File: src/rtl/rpg_pkg.sv
package rpg_pkg;

  typedef enum logic [1:0] {
    B_IDLE  = 2'd0,
    B_WAIT  = 2'd1,
    B_PULSE = 2'd2
  } bstate_e;

  // True when the offset after this launch would pass the ceiling.
  function automatic logic ramp_last(input logic [31:0] cur,
                                     input logic [31:0] step,
                                     input logic [31:0] lim);
    return (cur + step) > lim;
  endfunction

  // Next value of a wrapping group counter.
  function automatic logic [31:0] grp_next(input logic [31:0] cnt,
                                           input logic        at_bnd);
    return at_bnd ? 32'd0 : cnt + 32'd1;
  endfunction

endpackage

File: src/rtl/rpg_train.sv
module rpg_train #(
  parameter int CNT_W = 16,
  parameter int GRP_W = 8
) (
  input  logic             clk,
  input  logic             rst,
  input  logic             go,
  input  logic             en,
  input  logic [CNT_W-1:0] cfg_high,
  input  logic [CNT_W-1:0] cfg_low,
  input  logic [GRP_W-1:0] cfg_group,
  output logic             a_q,
  output logic             rise,
  output logic             bnd
);
  import rpg_pkg::*;

  logic [CNT_W-1:0] acnt;
  logic [GRP_W-1:0] gcnt;
  logic [GRP_W-1:0] gcnt_eff;
  logic [GRP_W-1:0] gcnt_nxt;
  logic             phase_end;

  assign phase_end = (acnt == '0);
  assign rise      = go | (en & ~a_q & phase_end);
  assign gcnt_eff  = go ? '0 : gcnt;
  assign bnd       = rise & (gcnt_eff == cfg_group - GRP_W'(1));
  assign gcnt_nxt  = GRP_W'(grp_next(32'(gcnt_eff), bnd));

  always_ff @(posedge clk) begin
    if (rst) begin
      a_q  <= 1'b0;
      acnt <= '0;
      gcnt <= '0;
    end else if (go) begin
      a_q  <= 1'b1;
      acnt <= cfg_high - CNT_W'(1);
      gcnt <= gcnt_nxt;
    end else if (!en) begin
      a_q  <= 1'b0;
    end else if (phase_end) begin
      a_q  <= ~a_q;
      acnt <= a_q ? cfg_low - CNT_W'(1) : cfg_high - CNT_W'(1);
      if (rise) gcnt <= gcnt_nxt;
    end else begin
      acnt <= acnt - CNT_W'(1);
    end
  end

  AST_RISE_DRIVES_HIGH: assert property (@(posedge clk) disable iff (rst)
    rise |=> a_q);
  AST_HIGH_PHASE_ENDS: assert property (@(posedge clk) disable iff (rst)
    (en && !go && a_q && phase_end) |=> !a_q);
  AST_GROUP_IN_RANGE: assert property (@(posedge clk) disable iff (rst)
    (en && cfg_group != '0) |-> (gcnt < cfg_group));

endmodule

File: src/rtl/rpg_bsched.sv
module rpg_bsched #(
  parameter int CNT_W  = 16,
  parameter int PEND_W = 4
) (
  input  logic             clk,
  input  logic             rst,
  input  logic             clr,
  input  logic             bnd,
  input  logic [CNT_W-1:0] cfg_step,
  input  logic [CNT_W-1:0] cfg_max,
  input  logic [CNT_W-1:0] cfg_width,
  output logic             b_q,
  output logic             fin_last
);
  import rpg_pkg::*;

  bstate_e           st_q, st_e;
  logic [CNT_W-1:0]  dcnt, bcnt, acc_q, acc_e;
  logic [PEND_W-1:0] pend_q, pend_e;
  logic              closed_q, closed_e, last_q, last_e;
  logic              launch, fin, pend_inc, pend_dec, is_last;

  // A start clears the run state in the same cycle it may see a boundary.
  assign st_e     = clr ? B_IDLE : st_q;
  assign acc_e    = clr ? '0 : acc_q;
  assign pend_e   = clr ? '0 : pend_q;
  assign closed_e = clr ? 1'b0 : closed_q;
  assign last_e   = clr ? 1'b0 : last_q;

  assign launch   = (st_e == B_IDLE) && !closed_e && (pend_e != '0 || bnd);
  assign fin      = (st_e == B_PULSE) && (bcnt == '0);
  assign fin_last = fin && last_e;
  assign pend_dec = launch && (pend_e != '0);
  assign pend_inc = bnd && !closed_e && !(launch && pend_e == '0);
  assign is_last  = ramp_last(32'(acc_e), 32'(cfg_step), 32'(cfg_max));

  always_ff @(posedge clk) begin
    if (rst) begin
      st_q     <= B_IDLE;
      b_q      <= 1'b0;
      dcnt     <= '0;
      bcnt     <= '0;
      acc_q    <= '0;
      pend_q   <= '0;
      closed_q <= 1'b0;
      last_q   <= 1'b0;
    end else begin
      pend_q   <= pend_e + PEND_W'(pend_inc) - PEND_W'(pend_dec);
      acc_q    <= acc_e;
      closed_q <= closed_e;
      last_q   <= last_e;
      st_q     <= st_e;
      if (launch) begin
        acc_q    <= acc_e + cfg_step;
        closed_q <= is_last;
        last_q   <= is_last;
        if (acc_e == '0) begin
          st_q <= B_PULSE;
          b_q  <= 1'b1;
          bcnt <= cfg_width - CNT_W'(1);
        end else begin
          st_q <= B_WAIT;
          dcnt <= acc_e - CNT_W'(1);
        end
      end else if (st_e == B_WAIT) begin
        if (dcnt == '0) begin
          st_q <= B_PULSE;
          b_q  <= 1'b1;
          bcnt <= cfg_width - CNT_W'(1);
        end else begin
          dcnt <= dcnt - CNT_W'(1);
        end
      end else if (st_e == B_PULSE) begin
        if (fin) begin
          st_q <= B_IDLE;
          b_q  <= 1'b0;
        end else begin
          bcnt <= bcnt - CNT_W'(1);
        end
      end
    end
  end

  AST_NO_OVERFLOW: assert property (@(posedge clk) disable iff (rst)
    !(pend_inc && !pend_dec && (&pend_e)));
  AST_OFFSET_CAP: assert property (@(posedge clk) disable iff (rst)
    launch |-> (acc_e <= cfg_max));
  AST_ZERO_OFFSET_SAME_EDGE: assert property (@(posedge clk) disable iff (rst)
    (launch && acc_e == '0) |=> b_q);
  AST_FIN_DROPS_B: assert property (@(posedge clk) disable iff (rst)
    fin |=> !b_q);

endmodule

File: src/rtl/ramp_pulse_gen.sv
module ramp_pulse_gen #(
  parameter int CNT_W  = 16,
  parameter int GRP_W  = 8,
  parameter int PEND_W = 4
) (
  input  logic             clk,
  input  logic             rst,
  input  logic             start,
  input  logic [CNT_W-1:0] cfg_high,
  input  logic [CNT_W-1:0] cfg_low,
  input  logic [GRP_W-1:0] cfg_group,
  input  logic [CNT_W-1:0] cfg_step,
  input  logic [CNT_W-1:0] cfg_max,
  input  logic [CNT_W-1:0] cfg_width,
  output logic             pulse_a,
  output logic             pulse_b,
  output logic             done
);

  logic run_q;
  logic go;
  logic fin_last;
  logic a_rise;
  logic grp_bnd;

  assign go = start && !run_q;

  rpg_train #(.CNT_W(CNT_W), .GRP_W(GRP_W)) train_i (
    .clk(clk), .rst(rst), .go(go), .en(run_q && !fin_last),
    .cfg_high(cfg_high), .cfg_low(cfg_low), .cfg_group(cfg_group),
    .a_q(pulse_a), .rise(a_rise), .bnd(grp_bnd)
  );

  rpg_bsched #(.CNT_W(CNT_W), .PEND_W(PEND_W)) bsched_i (
    .clk(clk), .rst(rst), .clr(go), .bnd(grp_bnd),
    .cfg_step(cfg_step), .cfg_max(cfg_max), .cfg_width(cfg_width),
    .b_q(pulse_b), .fin_last(fin_last)
  );

  always_ff @(posedge clk) begin
    if (rst) begin
      run_q <= 1'b0;
      done  <= 1'b0;
    end else if (go) begin
      run_q <= 1'b1;
      done  <= 1'b0;
    end else if (fin_last) begin
      run_q <= 1'b0;
      done  <= 1'b1;
    end
  end

  AST_DONE_QUIET: assert property (@(posedge clk) disable iff (rst)
    done |-> (!pulse_a && !pulse_b));
  AST_DONE_HOLDS: assert property (@(posedge clk) disable iff (rst)
    (done && !start) |=> done);
  AST_START_IGNORED: assert property (@(posedge clk) disable iff (rst)
    (run_q && start && !fin_last) |=> run_q);
  AST_B_ONLY_IN_RUN: assert property (@(posedge clk) disable iff (rst)
    pulse_b |-> run_q);
  AST_RISE_ONLY_IN_RUN: assert property (@(posedge clk) disable iff (rst)
    a_rise |-> (run_q || start));

endmodule

File: config.mk
export PLATFORM = sky130hd
export DESIGN_NAME = ramp_pulse_gen
export DESIGN_NICKNAME = d
export VERILOG_FILES = /design/src/rtl/rpg_pkg.sv /design/src/rtl/rpg_train.sv /design/src/rtl/rpg_bsched.sv /design/src/rtl/ramp_pulse_gen.sv
export SDC_FILE = /design/constraint.sdc
export NUM_CORES = 1
export LEC_CHECK = 0
export BUFFER_PORTS_ARGS = -buffer_cell sky130_fd_sc_hd__buf_2
export CAP_MARGIN = 30
export CORE_MARGIN = 2
export CORE_UTILIZATION = 35
export DETAILED_ROUTE_END_ITERATION = 16
export PLACE_DENSITY = 0.63
export SLEW_MARGIN = 40
export SYNTH_ARGS = -nofsm -noshare
export SYNTH_HDL_FRONTEND = slang
export SYNTH_HIERARCHICAL = 1
export SYNTH_SLANG_ARGS = --single-unit
File: constraint.sdc
create_clock -name clk -period 18.8 [get_ports clk]
set_input_delay 0.94 -clock clk [delete_from_list [all_inputs] [get_ports clk]]
set_output_delay 0.94 -clock clk [all_outputs]
set_load 0.01 [all_outputs]
* Yosys cells after proc, flatten, opt, wreduce, memory -nomap -nowiden *
Index checks and enable logic that the tools add are counted.

storage, ports and cells
  register bits after elaboration = 84
  input port bits = 91
  logic and storage cells = 120

operators by class
  $add $sub $neg = 13
  $lt $le $gt $ge = 1
  equal/unequal tests = 9
  mux-type cells = 45
  bitwise gates (word level) = 5
  reductions and logical operators = 34

operators with widths
  cell                                                    number
  two-way mux 16 bit                                      16
  subtractor 16 x 1 -> 16 bit (second input constant)     7
  logical NOT 16 bit                                      4
  two-way mux 8 bit                                       6
  greater-than comparator 32 x 16 -> 1 bit                1
  adder 16 x 16 -> 17 bit                                 1
  adder 16 bit                                            1
  two-way mux 1 bit                                       15
  two-way mux 2 bit                                       7
  logical AND 1 bit                                       10
  nonzero test 2 bit                                      5
  inequality test 3 x 2 -> 1 bit (second input constant)  3
  adder 8 x 1 -> 8 bit (second input constant)            1
  equality test 8 bit                                     1
  AND reduction 4 bit                                     2
  subtractor 8 x 1 -> 8 bit (second input constant)       1
  AND reduction 3 bit                                     2
  nonzero test 3 bit                                      2
  adder 4 x 1 -> 4 bit                                    1
  logical NOT 1 bit                                       4
  logical NOT 4 bit                                       1
  two-way mux 4 bit                                       1
  inequality test 2 bit (second input constant)           2
  nonzero test 4 bit                                      1
  other kinds (10)                                        12

* Logic depth before layout (Yosys ltp) *
Gate-level depths: netlist (run 1).

  depth in word-level cells = 19
  mapped depth = 30

* By module *
The synthesis (run 1) kept the hierarchy.

by module, submodules not included
  module          instances  cells each  area each (µm²)  sequential area each (µm²)
  rpg_bsched      1          658         4864.7           1141.1
  rpg_train       1          368         2747.6           500.5
  ramp_pulse_gen  1          7           81.3             40.0

* Worst setup path before layout (run 1) *
OpenSTA, ideal clock, no wires.

  path type = in2reg
  from = input start
  to = register bsched_i.dcnt[14]
  data arrival time = 6137 ps
  required time = 18730 ps
  setup slack = 12592 ps
  cell stages on the path = 26
  cell sequence = nor2b_2 -> buf_4 -> clkbuf_1 -> nor4_1 -> and3_1 -> nor2b_4 -> clkbuf_1 -> nor2b_1 -> nand3_1 -> o21ai_0 -> nand4_1 -> inv_1 -> inv_1 -> a32o_1 -> buf_6 -> clkbuf_1 -> clkbuf_1 -> clkbuf_1 -> a21oi_1 -> ha_1 -> o21ai_0 -> mux2i_1 -> nand2_1 -> nor4_4 -> mux2_2 -> a21oi_1

on the way
  cells in the longest elaborated chain, start to end = 15

ends and longest elaborated chain
  item                                                                  RTL line              source
  start: declaration                                                    ramp_pulse_gen.sv:8   input logic start,
  logical AND 1 bit (*)                                                 ramp_pulse_gen.sv:26  assign go = start && !run_q;
  two-way mux 2 bit                                                     rpg_bsched.sv:24      assign st_e = clr ? B_IDLE : st_q;
  equality test 2 bit                                                   rpg_bsched.sv:31      assign fin = (st_e == B_PULSE) && (bcnt == '0);
  logical AND 1 bit                                                     rpg_bsched.sv:31
  logical AND 1 bit (*)                                                 rpg_bsched.sv:32      assign fin_last = fin && last_e;
  via fin_last                                                          ramp_pulse_gen.sv:22  logic fin_last;
  logical NOT 1 bit (*)                                                 ramp_pulse_gen.sv:29  .clk(clk), .rst(rst), .go(go), .en(run_q && !fin_last),
  logical AND 1 bit (*)                                                 ramp_pulse_gen.sv:29
  AND 1 bit (*) (2 in series)                                           rpg_train.sv:25       assign rise = go | (en & ~a_q & phase_end);
  bitwise OR 1 bit (*)                                                  rpg_train.sv:25
  AND 1 bit (*)                                                         rpg_train.sv:27       assign bnd = rise & (gcnt_eff == cfg_group - GRP_W'(1));
  via grp_bnd                                                           ramp_pulse_gen.sv:24  logic grp_bnd;
  logical OR 1 bit (*)                                                  rpg_bsched.sv:30      assign launch = (st_e == B_IDLE) && !closed_e && (pend_e != '0 || bnd);
  logical AND 1 bit (*)                                                 rpg_bsched.sv:30
  inequality test 2 bit (no source line), or another cell as far along  --
  AND reduction 3 bit (no source line)                                  --
  end signal: assignment                                                rpg_bsched.sv:63      dcnt <= acc_e - CNT_W'(1);
  end signal: assignment                                                rpg_bsched.sv:71      dcnt <= dcnt - CNT_W'(1);
  end: declaration                                                      rpg_bsched.sv:18      logic [CNT_W-1:0] dcnt, bcnt, acc_q, acc_e;

Mark *: on every way through the listed nets, which the timed path passes. The rest lies on a longest branch. The select of a mux whose other input is x is not followed.
A chain may end at the register's enable or synchronous reset.

* Worst setup path in the final report (run 1) *
  from = input start
  to = register bsched_i.dcnt[14]

on the way
  cells in the longest elaborated chain, start to end = 15

ends and longest elaborated chain
  item                                                                  RTL line              source
  logical AND 1 bit (*)                                                 ramp_pulse_gen.sv:26
  via go                                                                ramp_pulse_gen.sv:21  logic go;
  two-way mux 2 bit                                                     rpg_bsched.sv:24
  equality test 2 bit                                                   rpg_bsched.sv:31
  logical AND 1 bit                                                     rpg_bsched.sv:31
  logical AND 1 bit (*)                                                 rpg_bsched.sv:32
  via fin_last                                                          ramp_pulse_gen.sv:22
  logical NOT 1 bit (*)                                                 ramp_pulse_gen.sv:29
  logical AND 1 bit (*)                                                 ramp_pulse_gen.sv:29
  AND 1 bit (*) (2 in series)                                           rpg_train.sv:25
  bitwise OR 1 bit (*)                                                  rpg_train.sv:25
  AND 1 bit (*)                                                         rpg_train.sv:27
  via grp_bnd                                                           ramp_pulse_gen.sv:24
  logical OR 1 bit (*)                                                  rpg_bsched.sv:30
  logical AND 1 bit (*)                                                 rpg_bsched.sv:30
  inequality test 2 bit (no source line), or another cell as far along  --
  AND reduction 3 bit (no source line)                                  --

Marked as above.

==> metrics.md, run 1 <==
| Metric | Value |
|---|---|
| Initial antenna violation count | `0` |
| Critical-path cell list | `buf_2 > nor2b_4 > buf_4 > nor4_1 > and3_1 > nor2b_4 > nor2b_1 > nand3_1 > o21ai_0 > nand4_1 > inv_1 > inv_1 > a32oi_2 > buf_4 > mux2i_1 > ha_1 > o21ai_0 > mux2i_1 > nand2_1 > nor4_4 > mux2_2 > a21oi_1` |
| Reg2reg start | `bsched_i/bcnt[0]$_SDFFE_PP0P_` |
| Vias per inst | `5.47` |
| Least-Margin Pin Slew | `0.741 ns` |
| Drt initial violations | `442` |
| Via count | `7529` |
| Gr busiest metal | `met2` |
| Ant. Diodes | `0` |
| Synth warn | `6` |
| Crit-path max FO | `68` |
| ANT nets after route | `0` |
| Multi-input logic area | `5560 um2` |
| Sequential share of the synthesized area | `0.219` |
| Die ar. | `23200 um2` |
| Die Wd | `152 um` |
| DP Wirelength | `14.9 mm` |
| Period utilization | `0.345` |
| Sequential cell area | `1680 um2` |
| Num CTS Buffers | `9` |
| Synth Area per Inst | `7.45 um2` |
| Reg clk slew, reported paths | `0.06 ns` |
| Startpoint class of the critical path | `input port` |
| Max_slew headroom | `0.506` |
| Share of layout cells above drive strength 1 | `0.143` |
| # H-tree levels | `3` |
| Clock sink count | `84` |
| Slew Viols, Final | `0` |
| IO Port Bufs | `93` |
| Yosys top cell by area | `dfxtp_1` |
| Seq cells post-synth | `84` |
| All-Layer GR Usage | `0.170` |
| Cell at the root of the clock tree | `clkbuf_16` |
| Hold buffers post-CTS | `0` |
| Final GP Congestion | `0.851` |
| Routed wire per std cell | `14.7 um` |
| CP arrival | `6.75 ns` |
| VDD IR max | `0.0805 mV` |
| Worst Hold Launch | `bsched_i/bcnt[9]$_SDFFE_PP0P_` |
| # fillers | `2279` |
| CP top delay family | `simple AND/OR/NAND/NOR gates` |
| # IOs | `94` |
| First-pass GRT wire length | `33.7 mm` |
| Post-synth EDFFs | `0` |
| Grt met2 use | `0.300` |
| Max_cap viols | `0` |
| Nets | `1231` |
| Post-synth ARST share | `0` |
| CP endpoint kind | `flop` |
| Critical Path RT | `19.06 ns` |
| Total Power | `1.27 mW` |
| Crit-path max cell delay | `0.56 ns` |
| Post-synthesis cell count | `1033` |
| Core area | `21700 um2` |
| Fmax | `154 MHz` |
| Final Hold Vio Count | `0` |
| Rows | `54` |
| Leak Pwr | `3.42 nW` |
| Worst skew pair latency | `0.34 ns` |
| Clock skew | `0.0102 ns` |
| Cell area power density | `147 nW/um2` |
| Final wirelength | `20.3 mm` |
| Worst min path class | `reg2reg` |
| Tmin final | `6.49 ns` |
| Hold depth | `2` |
| Worst Path Buf+Inv | `5` |
| Largest net degree at the start of global routing | `89` |
| Clk buf depth | `2` |
| Final count of negative-setup-slack endpoints | `0` |
| Synth top area share | `0.219` |
| Vias in the first global route | `7057` |
| Die H | `152 um` |
| Placed instance area | `8330 um2` |
| Syn Nets | `1172` |
| Unrepaired setup endpoints after global routing | `false` |
| R2R Setup Slk | `12.42 ns` |
| P&R area growth vs syn | `12.4%` |
| Top cells by area, synth | `dfxtp_1 (22%), ha_1 (7.5%), a21oi_1 (5.7%)` |
| Starting density of the core | `0.355` |
| CTS tree | `yes` |
| Worst r2r dst | `bsched_i/dcnt[14]$_SDFFE_PP0P_` |
| CP max-delay cell | `buf_4` |
| Most used DFF post-synth | `dfxtp_1` |
| Status | `completed` |
| DRC Markers | `0` |
| Distinct cells, synth | `90` |
| WS Path Type | `in2reg` |
| First-pass DRT Iterations | `5` |
| Final instance area | `8650 um2` |
| CTS resizes | `0` |
| Placed cells | `1361` |
| Grt total ovfl | `0` |
| Post-CTS setup buffer count | `0` |
| Hold Path Sink | `bsched_i/bcnt[9]$_SDFFE_PP0P_` |
| GR Util met3 | `0.0282` |
| Syn Std Cell Area | `7690 um2` |
| Total negative slack | `0 ns` |
| Register-to-Register Path Depth | `24` |
| Met1 Track Usage GR | `0.216` |
| Non-filler instance count after layout | `1377` |
-- metrics by stage --
stage	hold WS (ns)	setup WS, ns	util
finish	0.475	12.31	0.399
global route	0.512	11.83	0.399
CTS	0.479	12.38	0.399
detailed placement	0.466	12.06	0.384
global placement	0.457	12.22	0.384
floorplan	0.440	12.59	-
-- cell usage after synthesis (7+ instances only) --
cell type / instances
a31oi_1: 17
nand2_1: 109
o31ai_1: 7
or3_1: 14
dfxtp_1: 84
nand4_1: 11
inv_1: 58
o211ai_1: 19
mux2i_1: 15
o21ai_1: 7
a21oi_1: 88
or4_1: 11
clkbuf_1: 33
and3_1: 9
xor2_1: 26
nor3_1: 45
nor2b_1: 29
a211oi_1: 7
nand3_1: 36
xnor2_1: 40
nor2_1: 92
nor4_1: 10
and2_1: 8
o21ai_0: 49
a21o_1: 11
nand2b_1: 10
ha_1: 46
-- worst max path at each step --
stage | start | end | slack (ns) | depth (start not counted)
floorplan | start | bsched_i/dcnt[14]$_SDFFE_PP0P_ | 12.59 | 26
global placement | start | bsched_i/dcnt[14]$_SDFFE_PP0P_ | 12.22 | 22
detailed placement | start | bsched_i/dcnt[14]$_SDFFE_PP0P_ | 12.06 | 22
CTS | start | bsched_i/dcnt[14]$_SDFFE_PP0P_ | 12.38 | 22
global route | start | bsched_i/dcnt[14]$_SDFFE_PP0P_ | 11.83 | 22
finish | start | bsched_i/dcnt[14]$_SDFFE_PP0P_ | 12.31 | 22
-- cell families after synthesis --
| kind of cell | Yosys count | synth area share |
|---|---|---|
| simple gates | 432 | 0.306 |
| xor+xnor | 66 | 0.0751 |
| mux | 20 | 0.0268 |
| buf+inv | 111 | 0.0605 |
| fa+ha+maj | 48 | 0.0800 |
| flops | 84 | 0.219 |
| compound gates | 272 | 0.233 |
-- cells in the final DEF, fill, tap and decap left out, types with 10 or more instances in the layout --
master,n
a21o_1,11
a21oi_1,88
a31oi_1,17
buf_2,93
dfxtp_1,84
ha_1,46
inv_1,58
mux2i_1,15
nand2_1,109
nand2b_1,10
nand3_1,36
nand4_1,11
nor2_1,92
nor2b_1,29
nor3_1,45
o211ai_1,19
o21ai_0,49
or3_1,14
or4_1,11
xnor2_1,40
xor2_1,26
-- flip-flops by register name, indices dropped and copies added (netlist names), 2 cells and up --
name / flops
bsched_i/st_q: 2
bsched_i/bcnt: 16
train_i/gcnt: 8
bsched_i/dcnt: 16
train_i/acnt: 16
bsched_i/acc_q: 16
bsched_i/pend_q: 4
-- per-layer routing --
metal | wire length (um) | vias up | share of wire
li1 | - | 3860 | -
met1 | 9210 | 3502 | 0.45
met2 | 9990 | 142 | 0.49
met3 | 739 | 25 | 0.036
met4 | 310 | 0 | 0.015
met5 | 0 | - | 0
-- where the power goes --
group / leakage [nW] / switching (mW) / internal (mW) / total, mW
combinational: 2.58 / 0.487 / 0.316 / 0.803
sequential: 0.689 / 0.0471 / 0.233 / 0.280
clock: 0.149 / 0.0737 / 0.116 / 0.190
-- area by class of cell --
class | instances | area share
multi-input combinational | 838 | 0.642
sequential | 84 | 0.194
timing repair buffer | 100 | 0.0603
tap | 280 | 0.0405
clock buffer | 10 | 0.0265
inverter | 59 | 0.0256
clock inverter | 6 | 0.0103
-- worst min-delay path, delay by kind of cell (launching register included) --
kind           cells  cell delay [ns]
AO/OA/AOI/OAI      2             0.12
flip-flops         1             0.30
Note: power is estimated with default switching activity, not from simulation.
==> run 2, diff against run 1 <==
- PLACE_DENSITY: 0.63 -> 0.65
- clock period: 18.8 -> 5.9 ns (I/O delays scaled with it)
==> run 2 against run 1 <==
  * Worst hold slack worse by 0.20 ns
  * Sequential share of layout area shrank 0.12 points
  * Non-clock buffer count is 9 higher
  * Register-to-register slack worse by 12 ns
  * Sequential cell count did not move
  * Clock skew grew 0.0034 ns
  * Combinational power grew to 3.3 times the previous value
  * Count of clock-buffer cells in the layout stayed put
==> metrics.md, run 2 (same netlist as run 1, synthesis figures left out) <==
| Metric | Value |
|---|---|
| Status | `completed` |
| Starting density of the core | `0.355` |
| CTS tree | `yes` |
| Gr busiest metal | `met2` |
| Total Power | `4.08 mW` |
| Worst r2r dst | `bsched_i/dcnt[14]$_SDFFE_PP0P_` |
| Core area | `21700 um2` |
| Reg clk slew, reported paths | `0.07 ns` |
| Die Wd | `152 um` |
| Worst Path Buf+Inv | `4` |
| CP top delay family | `simple AND/OR/NAND/NOR gates` |
| Critical Path RT | `6.18 ns` |
| DRC Markers | `0` |
| Worst skew pair latency | `0.35 ns` |
| Rows | `54` |
| Share of layout cells above drive strength 1 | `0.155` |
| Met1 Track Usage GR | `0.219` |
| DP Worst Slack | `0.255 ns` |
| Largest net degree at the start of global routing | `89` |
| Worst min path class | `in2reg` |
| Crit-path max FO | `37` |
| Via count | `7653` |
| First-pass DRT Iterations | `4` |
| GR Util met3 | `0.0384` |
| Final wirelength | `20.8 mm` |
| Commonest non-fill, non-tap cell in the layout | `nand2_1` |
| Initial antenna violation count | `1` |
| Placed cells | `1368` |
| Cell area power density | `469 nW/um2` |
| Slew Viols, Final | `0` |
| Hold depth | `3` |
| Least-Margin Pin Slew | `0.752 ns` |
| Unrepaired setup endpoints after global routing | `true` |
| Total negative slack | `0 ns` |
| Num CTS Buffers | `9` |
| P&R area growth vs syn | `13.1%` |
| Clk buf depth | `2` |
| Register-to-Register Path Depth | `21` |
| Vias per inst | `5.52` |
| ANT nets after route | `0` |
| Cell mode on critical path | `inv_1` |
| Clock sink count | `84` |
| All-Layer GR Usage | `0.175` |
| Max_cap viols | `0` |
| Grt total ovfl | `0` |
| Vias in the first global route | `7150` |
| Grt met2 use | `0.306` |
| Commonest cells after routing, fill and taps aside | `nand2_1 (108), buf_2 (93), nor2_1 (92)` |
| Die H | `152 um` |
| Leak Pwr | `3.45 nW` |
| Tmin final | `5.46 ns` |
| Final count of negative-setup-slack endpoints | `0` |
| Period utilization | `0.925` |
| Drt initial violations | `424` |
| Routed wire per std cell | `15.0 um` |
| Max_slew headroom | `0.494` |
| Crit-path max cell delay | `0.60 ns` |
| Final GP Congestion | `0.857` |
| # fillers | `2275` |
| First-pass GRT wire length | `34.4 mm` |
| CP arrival | `5.74 ns` |
| Worst Hold Launch | `cfg_high[15]` |
| Hold buffers post-CTS | `0` |
| Non-filler instance count after layout | `1387` |
| Critical-path cell list | `inv_1 > ha_1 > nor3b_2 > nand2_1 > or4_4 > nor4_2 > and3_1 > nor2b_4 > nor2b_1 > nand3_1 > o21ai_0 > nand4_1 > inv_1 > inv_1 > a32o_1 > buf_4 > mux2i_1 > or4_4 > nor4_4 > mux2_2 > a21oi_1` |
| CP endpoint kind | `flop` |
| Cell at the root of the clock tree | `clkbuf_16` |
| Startpoint class of the critical path | `flop` |
| Clock skew | `0.0136 ns` |
| Fmax | `183 MHz` |
| R2R Setup Slk | `0.44 ns` |
| # H-tree levels | `3` |
| WS Path Type | `reg2reg` |
| # IOs | `94` |
| DP Wirelength | `15.4 mm` |
| VDD IR max | `0.304 mV` |
| Final Hold Vio Count | `0` |
| Reg2reg start | `bsched_i/bcnt[0]$_SDFFE_PP0P_` |
| IO Port Bufs | `93` |
| Die ar. | `23200 um2` |
| CP max-delay cell | `or4_4` |
| PnR worst setup slack | `0.442 ns` |
| Nets | `1240` |
| Post-layout util | `0.401` |
| Hold Path Sink | `train_i/acnt[15]$_SDFFE_PP0P_` |
## run 2: metal layers
layer,routed length [um],up-vias
li1,-,3891
met1,9560,3571
met2,10000,156
met3,901,33
met4,321,2
met5,11,-
## run 2: layout make-up
cell class | instances | area [um2] | area share
antenna | 1 | 2.50 | 0.000288
clock buffer | 10 | 239 | 0.0275
clock inverter | 6 | 46.3 | 0.00532
inverter | 59 | 221 | 0.0254
multi-input combinational | 838 | 5570 | 0.640
sequential | 84 | 1680 | 0.193
tap | 280 | 350 | 0.0403
timing repair buffer | 109 | 589 | 0.0677
## run 2: power by group
part | total, mW | switching [mW] | internal [mW]
registers | 0.892 | 0.149 | 0.743
clock network | 0.554 | 0.254 | 0.300
logic | 2.64 | 1.59 | 1.05
total | 4.08 | 1.99 | 2.09
## run 2: worst max path at each step
stage                                           endpoint  cells after the start                           from
after floorplan           bsched_i/dcnt[14]$_SDFFE_PP0P_                     30  bsched_i/bcnt[0]$_SDFFE_PP0P_
after global placement    bsched_i/dcnt[14]$_SDFFE_PP0P_                     24  bsched_i/bcnt[0]$_SDFFE_PP0P_
after detailed placement  bsched_i/dcnt[14]$_SDFFE_PP0P_                     24  bsched_i/bcnt[0]$_SDFFE_PP0P_
after CTS                 bsched_i/dcnt[14]$_SDFFE_PP0P_                     24  bsched_i/bcnt[0]$_SDFFE_PP0P_
after global routing      bsched_i/dcnt[14]$_SDFFE_PP0P_                     21  bsched_i/bcnt[0]$_SDFFE_PP0P_
final                     bsched_i/dcnt[14]$_SDFFE_PP0P_                     21  bsched_i/bcnt[0]$_SDFFE_PP0P_
## run 2: metrics by stage
| step | hold slack [ns] | instance area (um2) |
|---|---|---|
| after floorplan | 0.374 | 7700 |
| after global placement | 0.456 | 8380 |
| after detailed placement | 0.467 | 8380 |
| after CTS | 0.248 | 8660 |
| after global routing | 0.276 | 8700 |
| final | 0.274 | 8700 |
## run 2: repair_timing
action                                  4_1_cts  5_1_grt
endpoints found under the setup margin        0        7
setup buffers                                 0        2
resized for setup                             0        5
## run 2: worst reg2reg max path, stage by stage, from the launching register on
cell and delay [ns]:
dfxtp_1 0.32, inv_1 0.10, ha_1 0.19, nor3b_2 0.22, nand2_1 0.18, or4_4 0.58
nor4_2 0.25, and3_1 0.26, nor2b_4 0.05, nor2b_1 0.20, nand3_1 0.20, o21ai_0 0.09
nand4_1 0.22, inv_1 0.14, inv_1 0.12, a32o_1 0.31, buf_4 0.41, mux2i_1 0.23
or4_4 0.60, nor4_4 0.22, mux2_2 0.35, a21oi_1 0.13
==> run 3, diff against run 2 <==
- CORE_MARGIN: 2 -> 4
==> run 3 against run 2 <==
  * Worst hold slack lost 0.023 ns
  * Largest cell class unchanged
  * Highest routed layer unchanged
  * Non-clock buffer count is the same
  * First-iteration DRC count grew 17%
  * Largest power group unchanged
==> metrics.md, run 3 (same netlist as run 1, synthesis figures left out) <==
| Metric | Value |
|---|---|
| Max_slew headroom | `0.512` |
| Drt initial violations | `497` |
| Unrepaired setup endpoints after global routing | `false` |
| First-pass GRT wire length | `34.0 mm` |
| CP arrival | `5.76 ns` |
| Commonest non-fill, non-tap cell in the layout | `nand2_1` |
| Final Hold Vio Count | `0` |
| Vias per inst | `5.53` |
| Clock skew | `0.0118 ns` |
| Share of layout cells above drive strength 1 | `0.154` |
| Placed instance area | `8370 um2` |
| Status | `completed` |
| CTS tree | `yes` |
| Final GP Congestion | `0.873` |
| Final count of negative-setup-slack endpoints | `0` |
| # H-tree levels | `3` |
| Cell at the root of the clock tree | `clkbuf_16` |
| # IOs | `94` |
| Fmax | `183 MHz` |
| Final wirelength | `21.0 mm` |
| Worst min path class | `in2reg` |
| DRC Markers | `0` |
| Startpoint class of the critical path | `flop` |
| Grt total ovfl | `0` |
| Crit-path max FO | `15` |
| Final instance area | `8720 um2` |
| Die H | `156 um` |
| CP max-delay cell | `or4_4` |
| ANT nets after route | `0` |
| WL met2 | `10.1 mm` |
| Starting density of the core | `0.360` |
| Die ar. | `24400 um2` |
| Via count | `7642` |
| Crit. Startpoint | `bsched_i/bcnt[0]$_SDFFE_PP0P_` |
| IO Port Bufs | `93` |
| First-pass DRT Iterations | `5` |
| Largest net degree at the start of global routing | `89` |
| Nets | `1241` |
| Num CTS Buffers | `9` |
| Period utilization | `0.928` |
| Rows | `53` |
| Hold slack | `0.251 ns` |
| CP endpoint kind | `flop` |
| Worst skew pair latency | `0.35 ns` |
| Slew Viols, Final | `0` |
| Reg clk slew, reported paths | `0.07 ns` |
| Vias in the first global route | `6977` |
| Clock sink count | `84` |
| Least-Margin Pin Slew | `0.732 ns` |
| Critical Path RT | `6.18 ns` |
| DP Wirelength | `15.5 mm` |
| Critical-path cell list | `inv_1 > ha_1 > nor3b_2 > nand2_1 > or4_4 > nor4_1 > and3_2 > nor2b_4 > nor2b_2 > nand3_1 > o21ai_0 > nand4_1 > inv_1 > inv_1 > a32o_2 > nor2_1 > a21oi_1 > ha_1 > o21ai_0 > mux2i_1 > nand2_1 > nor4_4 > mux2_2 > a21oi_1` |
| VDD IR max | `0.203 mV` |
| Die Wd | `156 um` |
| All-Layer GR Usage | `0.166` |
| Ant. Diodes | `0` |
| Leak Pwr | `3.47 nW` |
| Worst Hold Launch | `cfg_high[15]` |
| Met3 wire length | `1.05 mm` |
| Highest metal used | `met5` |
| Max_cap viols | `0` |
| Cell mode on critical path | `inv_1` |
| Clk buf depth | `2` |
| Core area | `21400 um2` |
| Commonest cells after routing, fill and taps aside | `nand2_1 (109), buf_2 (93), nor2_1 (92)` |
| # fillers | `2248` |
| P&R area growth vs syn | `13.3%` |
| WS Path Type | `reg2reg` |
| Routed metal-1 wirelength | `9.62 mm` |
| Crit-path max cell delay | `0.57 ns` |
| Tmin final | `5.48 ns` |
| Cell area power density | `474 nW/um2` |
| Reg2reg start | `bsched_i/bcnt[0]$_SDFFE_PP0P_` |
| Routed wire per std cell | `15.2 um` |
| Initial antenna violation count | `1` |
| Hold buffers post-CTS | `0` |
run 3: path summary, 6_finish.rpt:
kind	endpoint	slack, ns	cells past startpoint
worst min-delay path	train_i/acnt[15]$_SDFFE_PP0P_	0.25	3
worst max register to register	bsched_i/dcnt[14]$_SDFFE_PP0P_	0.42	24
worst max-delay path	bsched_i/dcnt[14]$_SDFFE_PP0P_	0.42	24
worst min register to register	bsched_i/bcnt[15]$_SDFFE_PP0P_	0.47	2
run 3: metal layers:
layer | GRT usage | vias to the layer above
met3 | 0.0351 | 22
met5 | 0 | -
li1 | - | 3893
met1 | 0.218 | 3562
met2 | 0.281 | 163
met4 | 0.0393 | 2
run 3: timing repair:
| item | CTS | global route |
|---|---|---|
| cloned | 1 | 0 |
| pin swaps | 0 | 1 |
| setup endpoints to repair | 3 | 29 |
| gates resized for setup | 0 | 5 |
| setup buffers | 1 | 1 |
| endpoints found under the hold margin | 0 | 0 |
run 3: cell type report:
cell class	count	area, um2	share of cell area
flip-flops and latches	84	1680	0.193
multi-input cells	839	5580	0.640
repair buffers	109	589	0.0676
inverters	59	221	0.0254
well taps	275	344	0.0395
clock buffers	12	246	0.0283
clock inverters	4	56.3	0.00646
run 3: report_power, final:
group          switching [mW]  internal [mW]
clock network           0.248          0.344
logic                    1.58           1.06
registers               0.151          0.743
run 3: critical path: cells and delay by family, from the launching register on:
family	cells	cell delay [ns]
buffers and inverters	3	0.34
flip-flops	1	0.33
multiplexers	2	0.57
AO/OA/AOI/OAI	5	0.78
adder cells (fa/ha/maj)	2	0.46
AND/OR/NAND/NOR	12	2.93
run 3: per-stage QoR:
| step | cells | util | setup TNS, ns | worst slack [ns] | power, mW |
|---|---|---|---|---|---|
| after floorplan | 1033 | - | 0 | 0.0311 | 2.94 |
| after global placement | 1363 | 0.392 | 0 | 0.256 | 3.45 |
| after detailed placement | 1363 | 0.392 | -0.258 | -0.134 | 3.49 |
| after CTS | 1381 | 0.407 | 0 | 0.0878 | 4.11 |
| after global routing | 1382 | 0.408 | 0 | 0.00840 | 4.52 |
| final | 1382 | 0.408 | 0 | 0.424 | 4.13 |
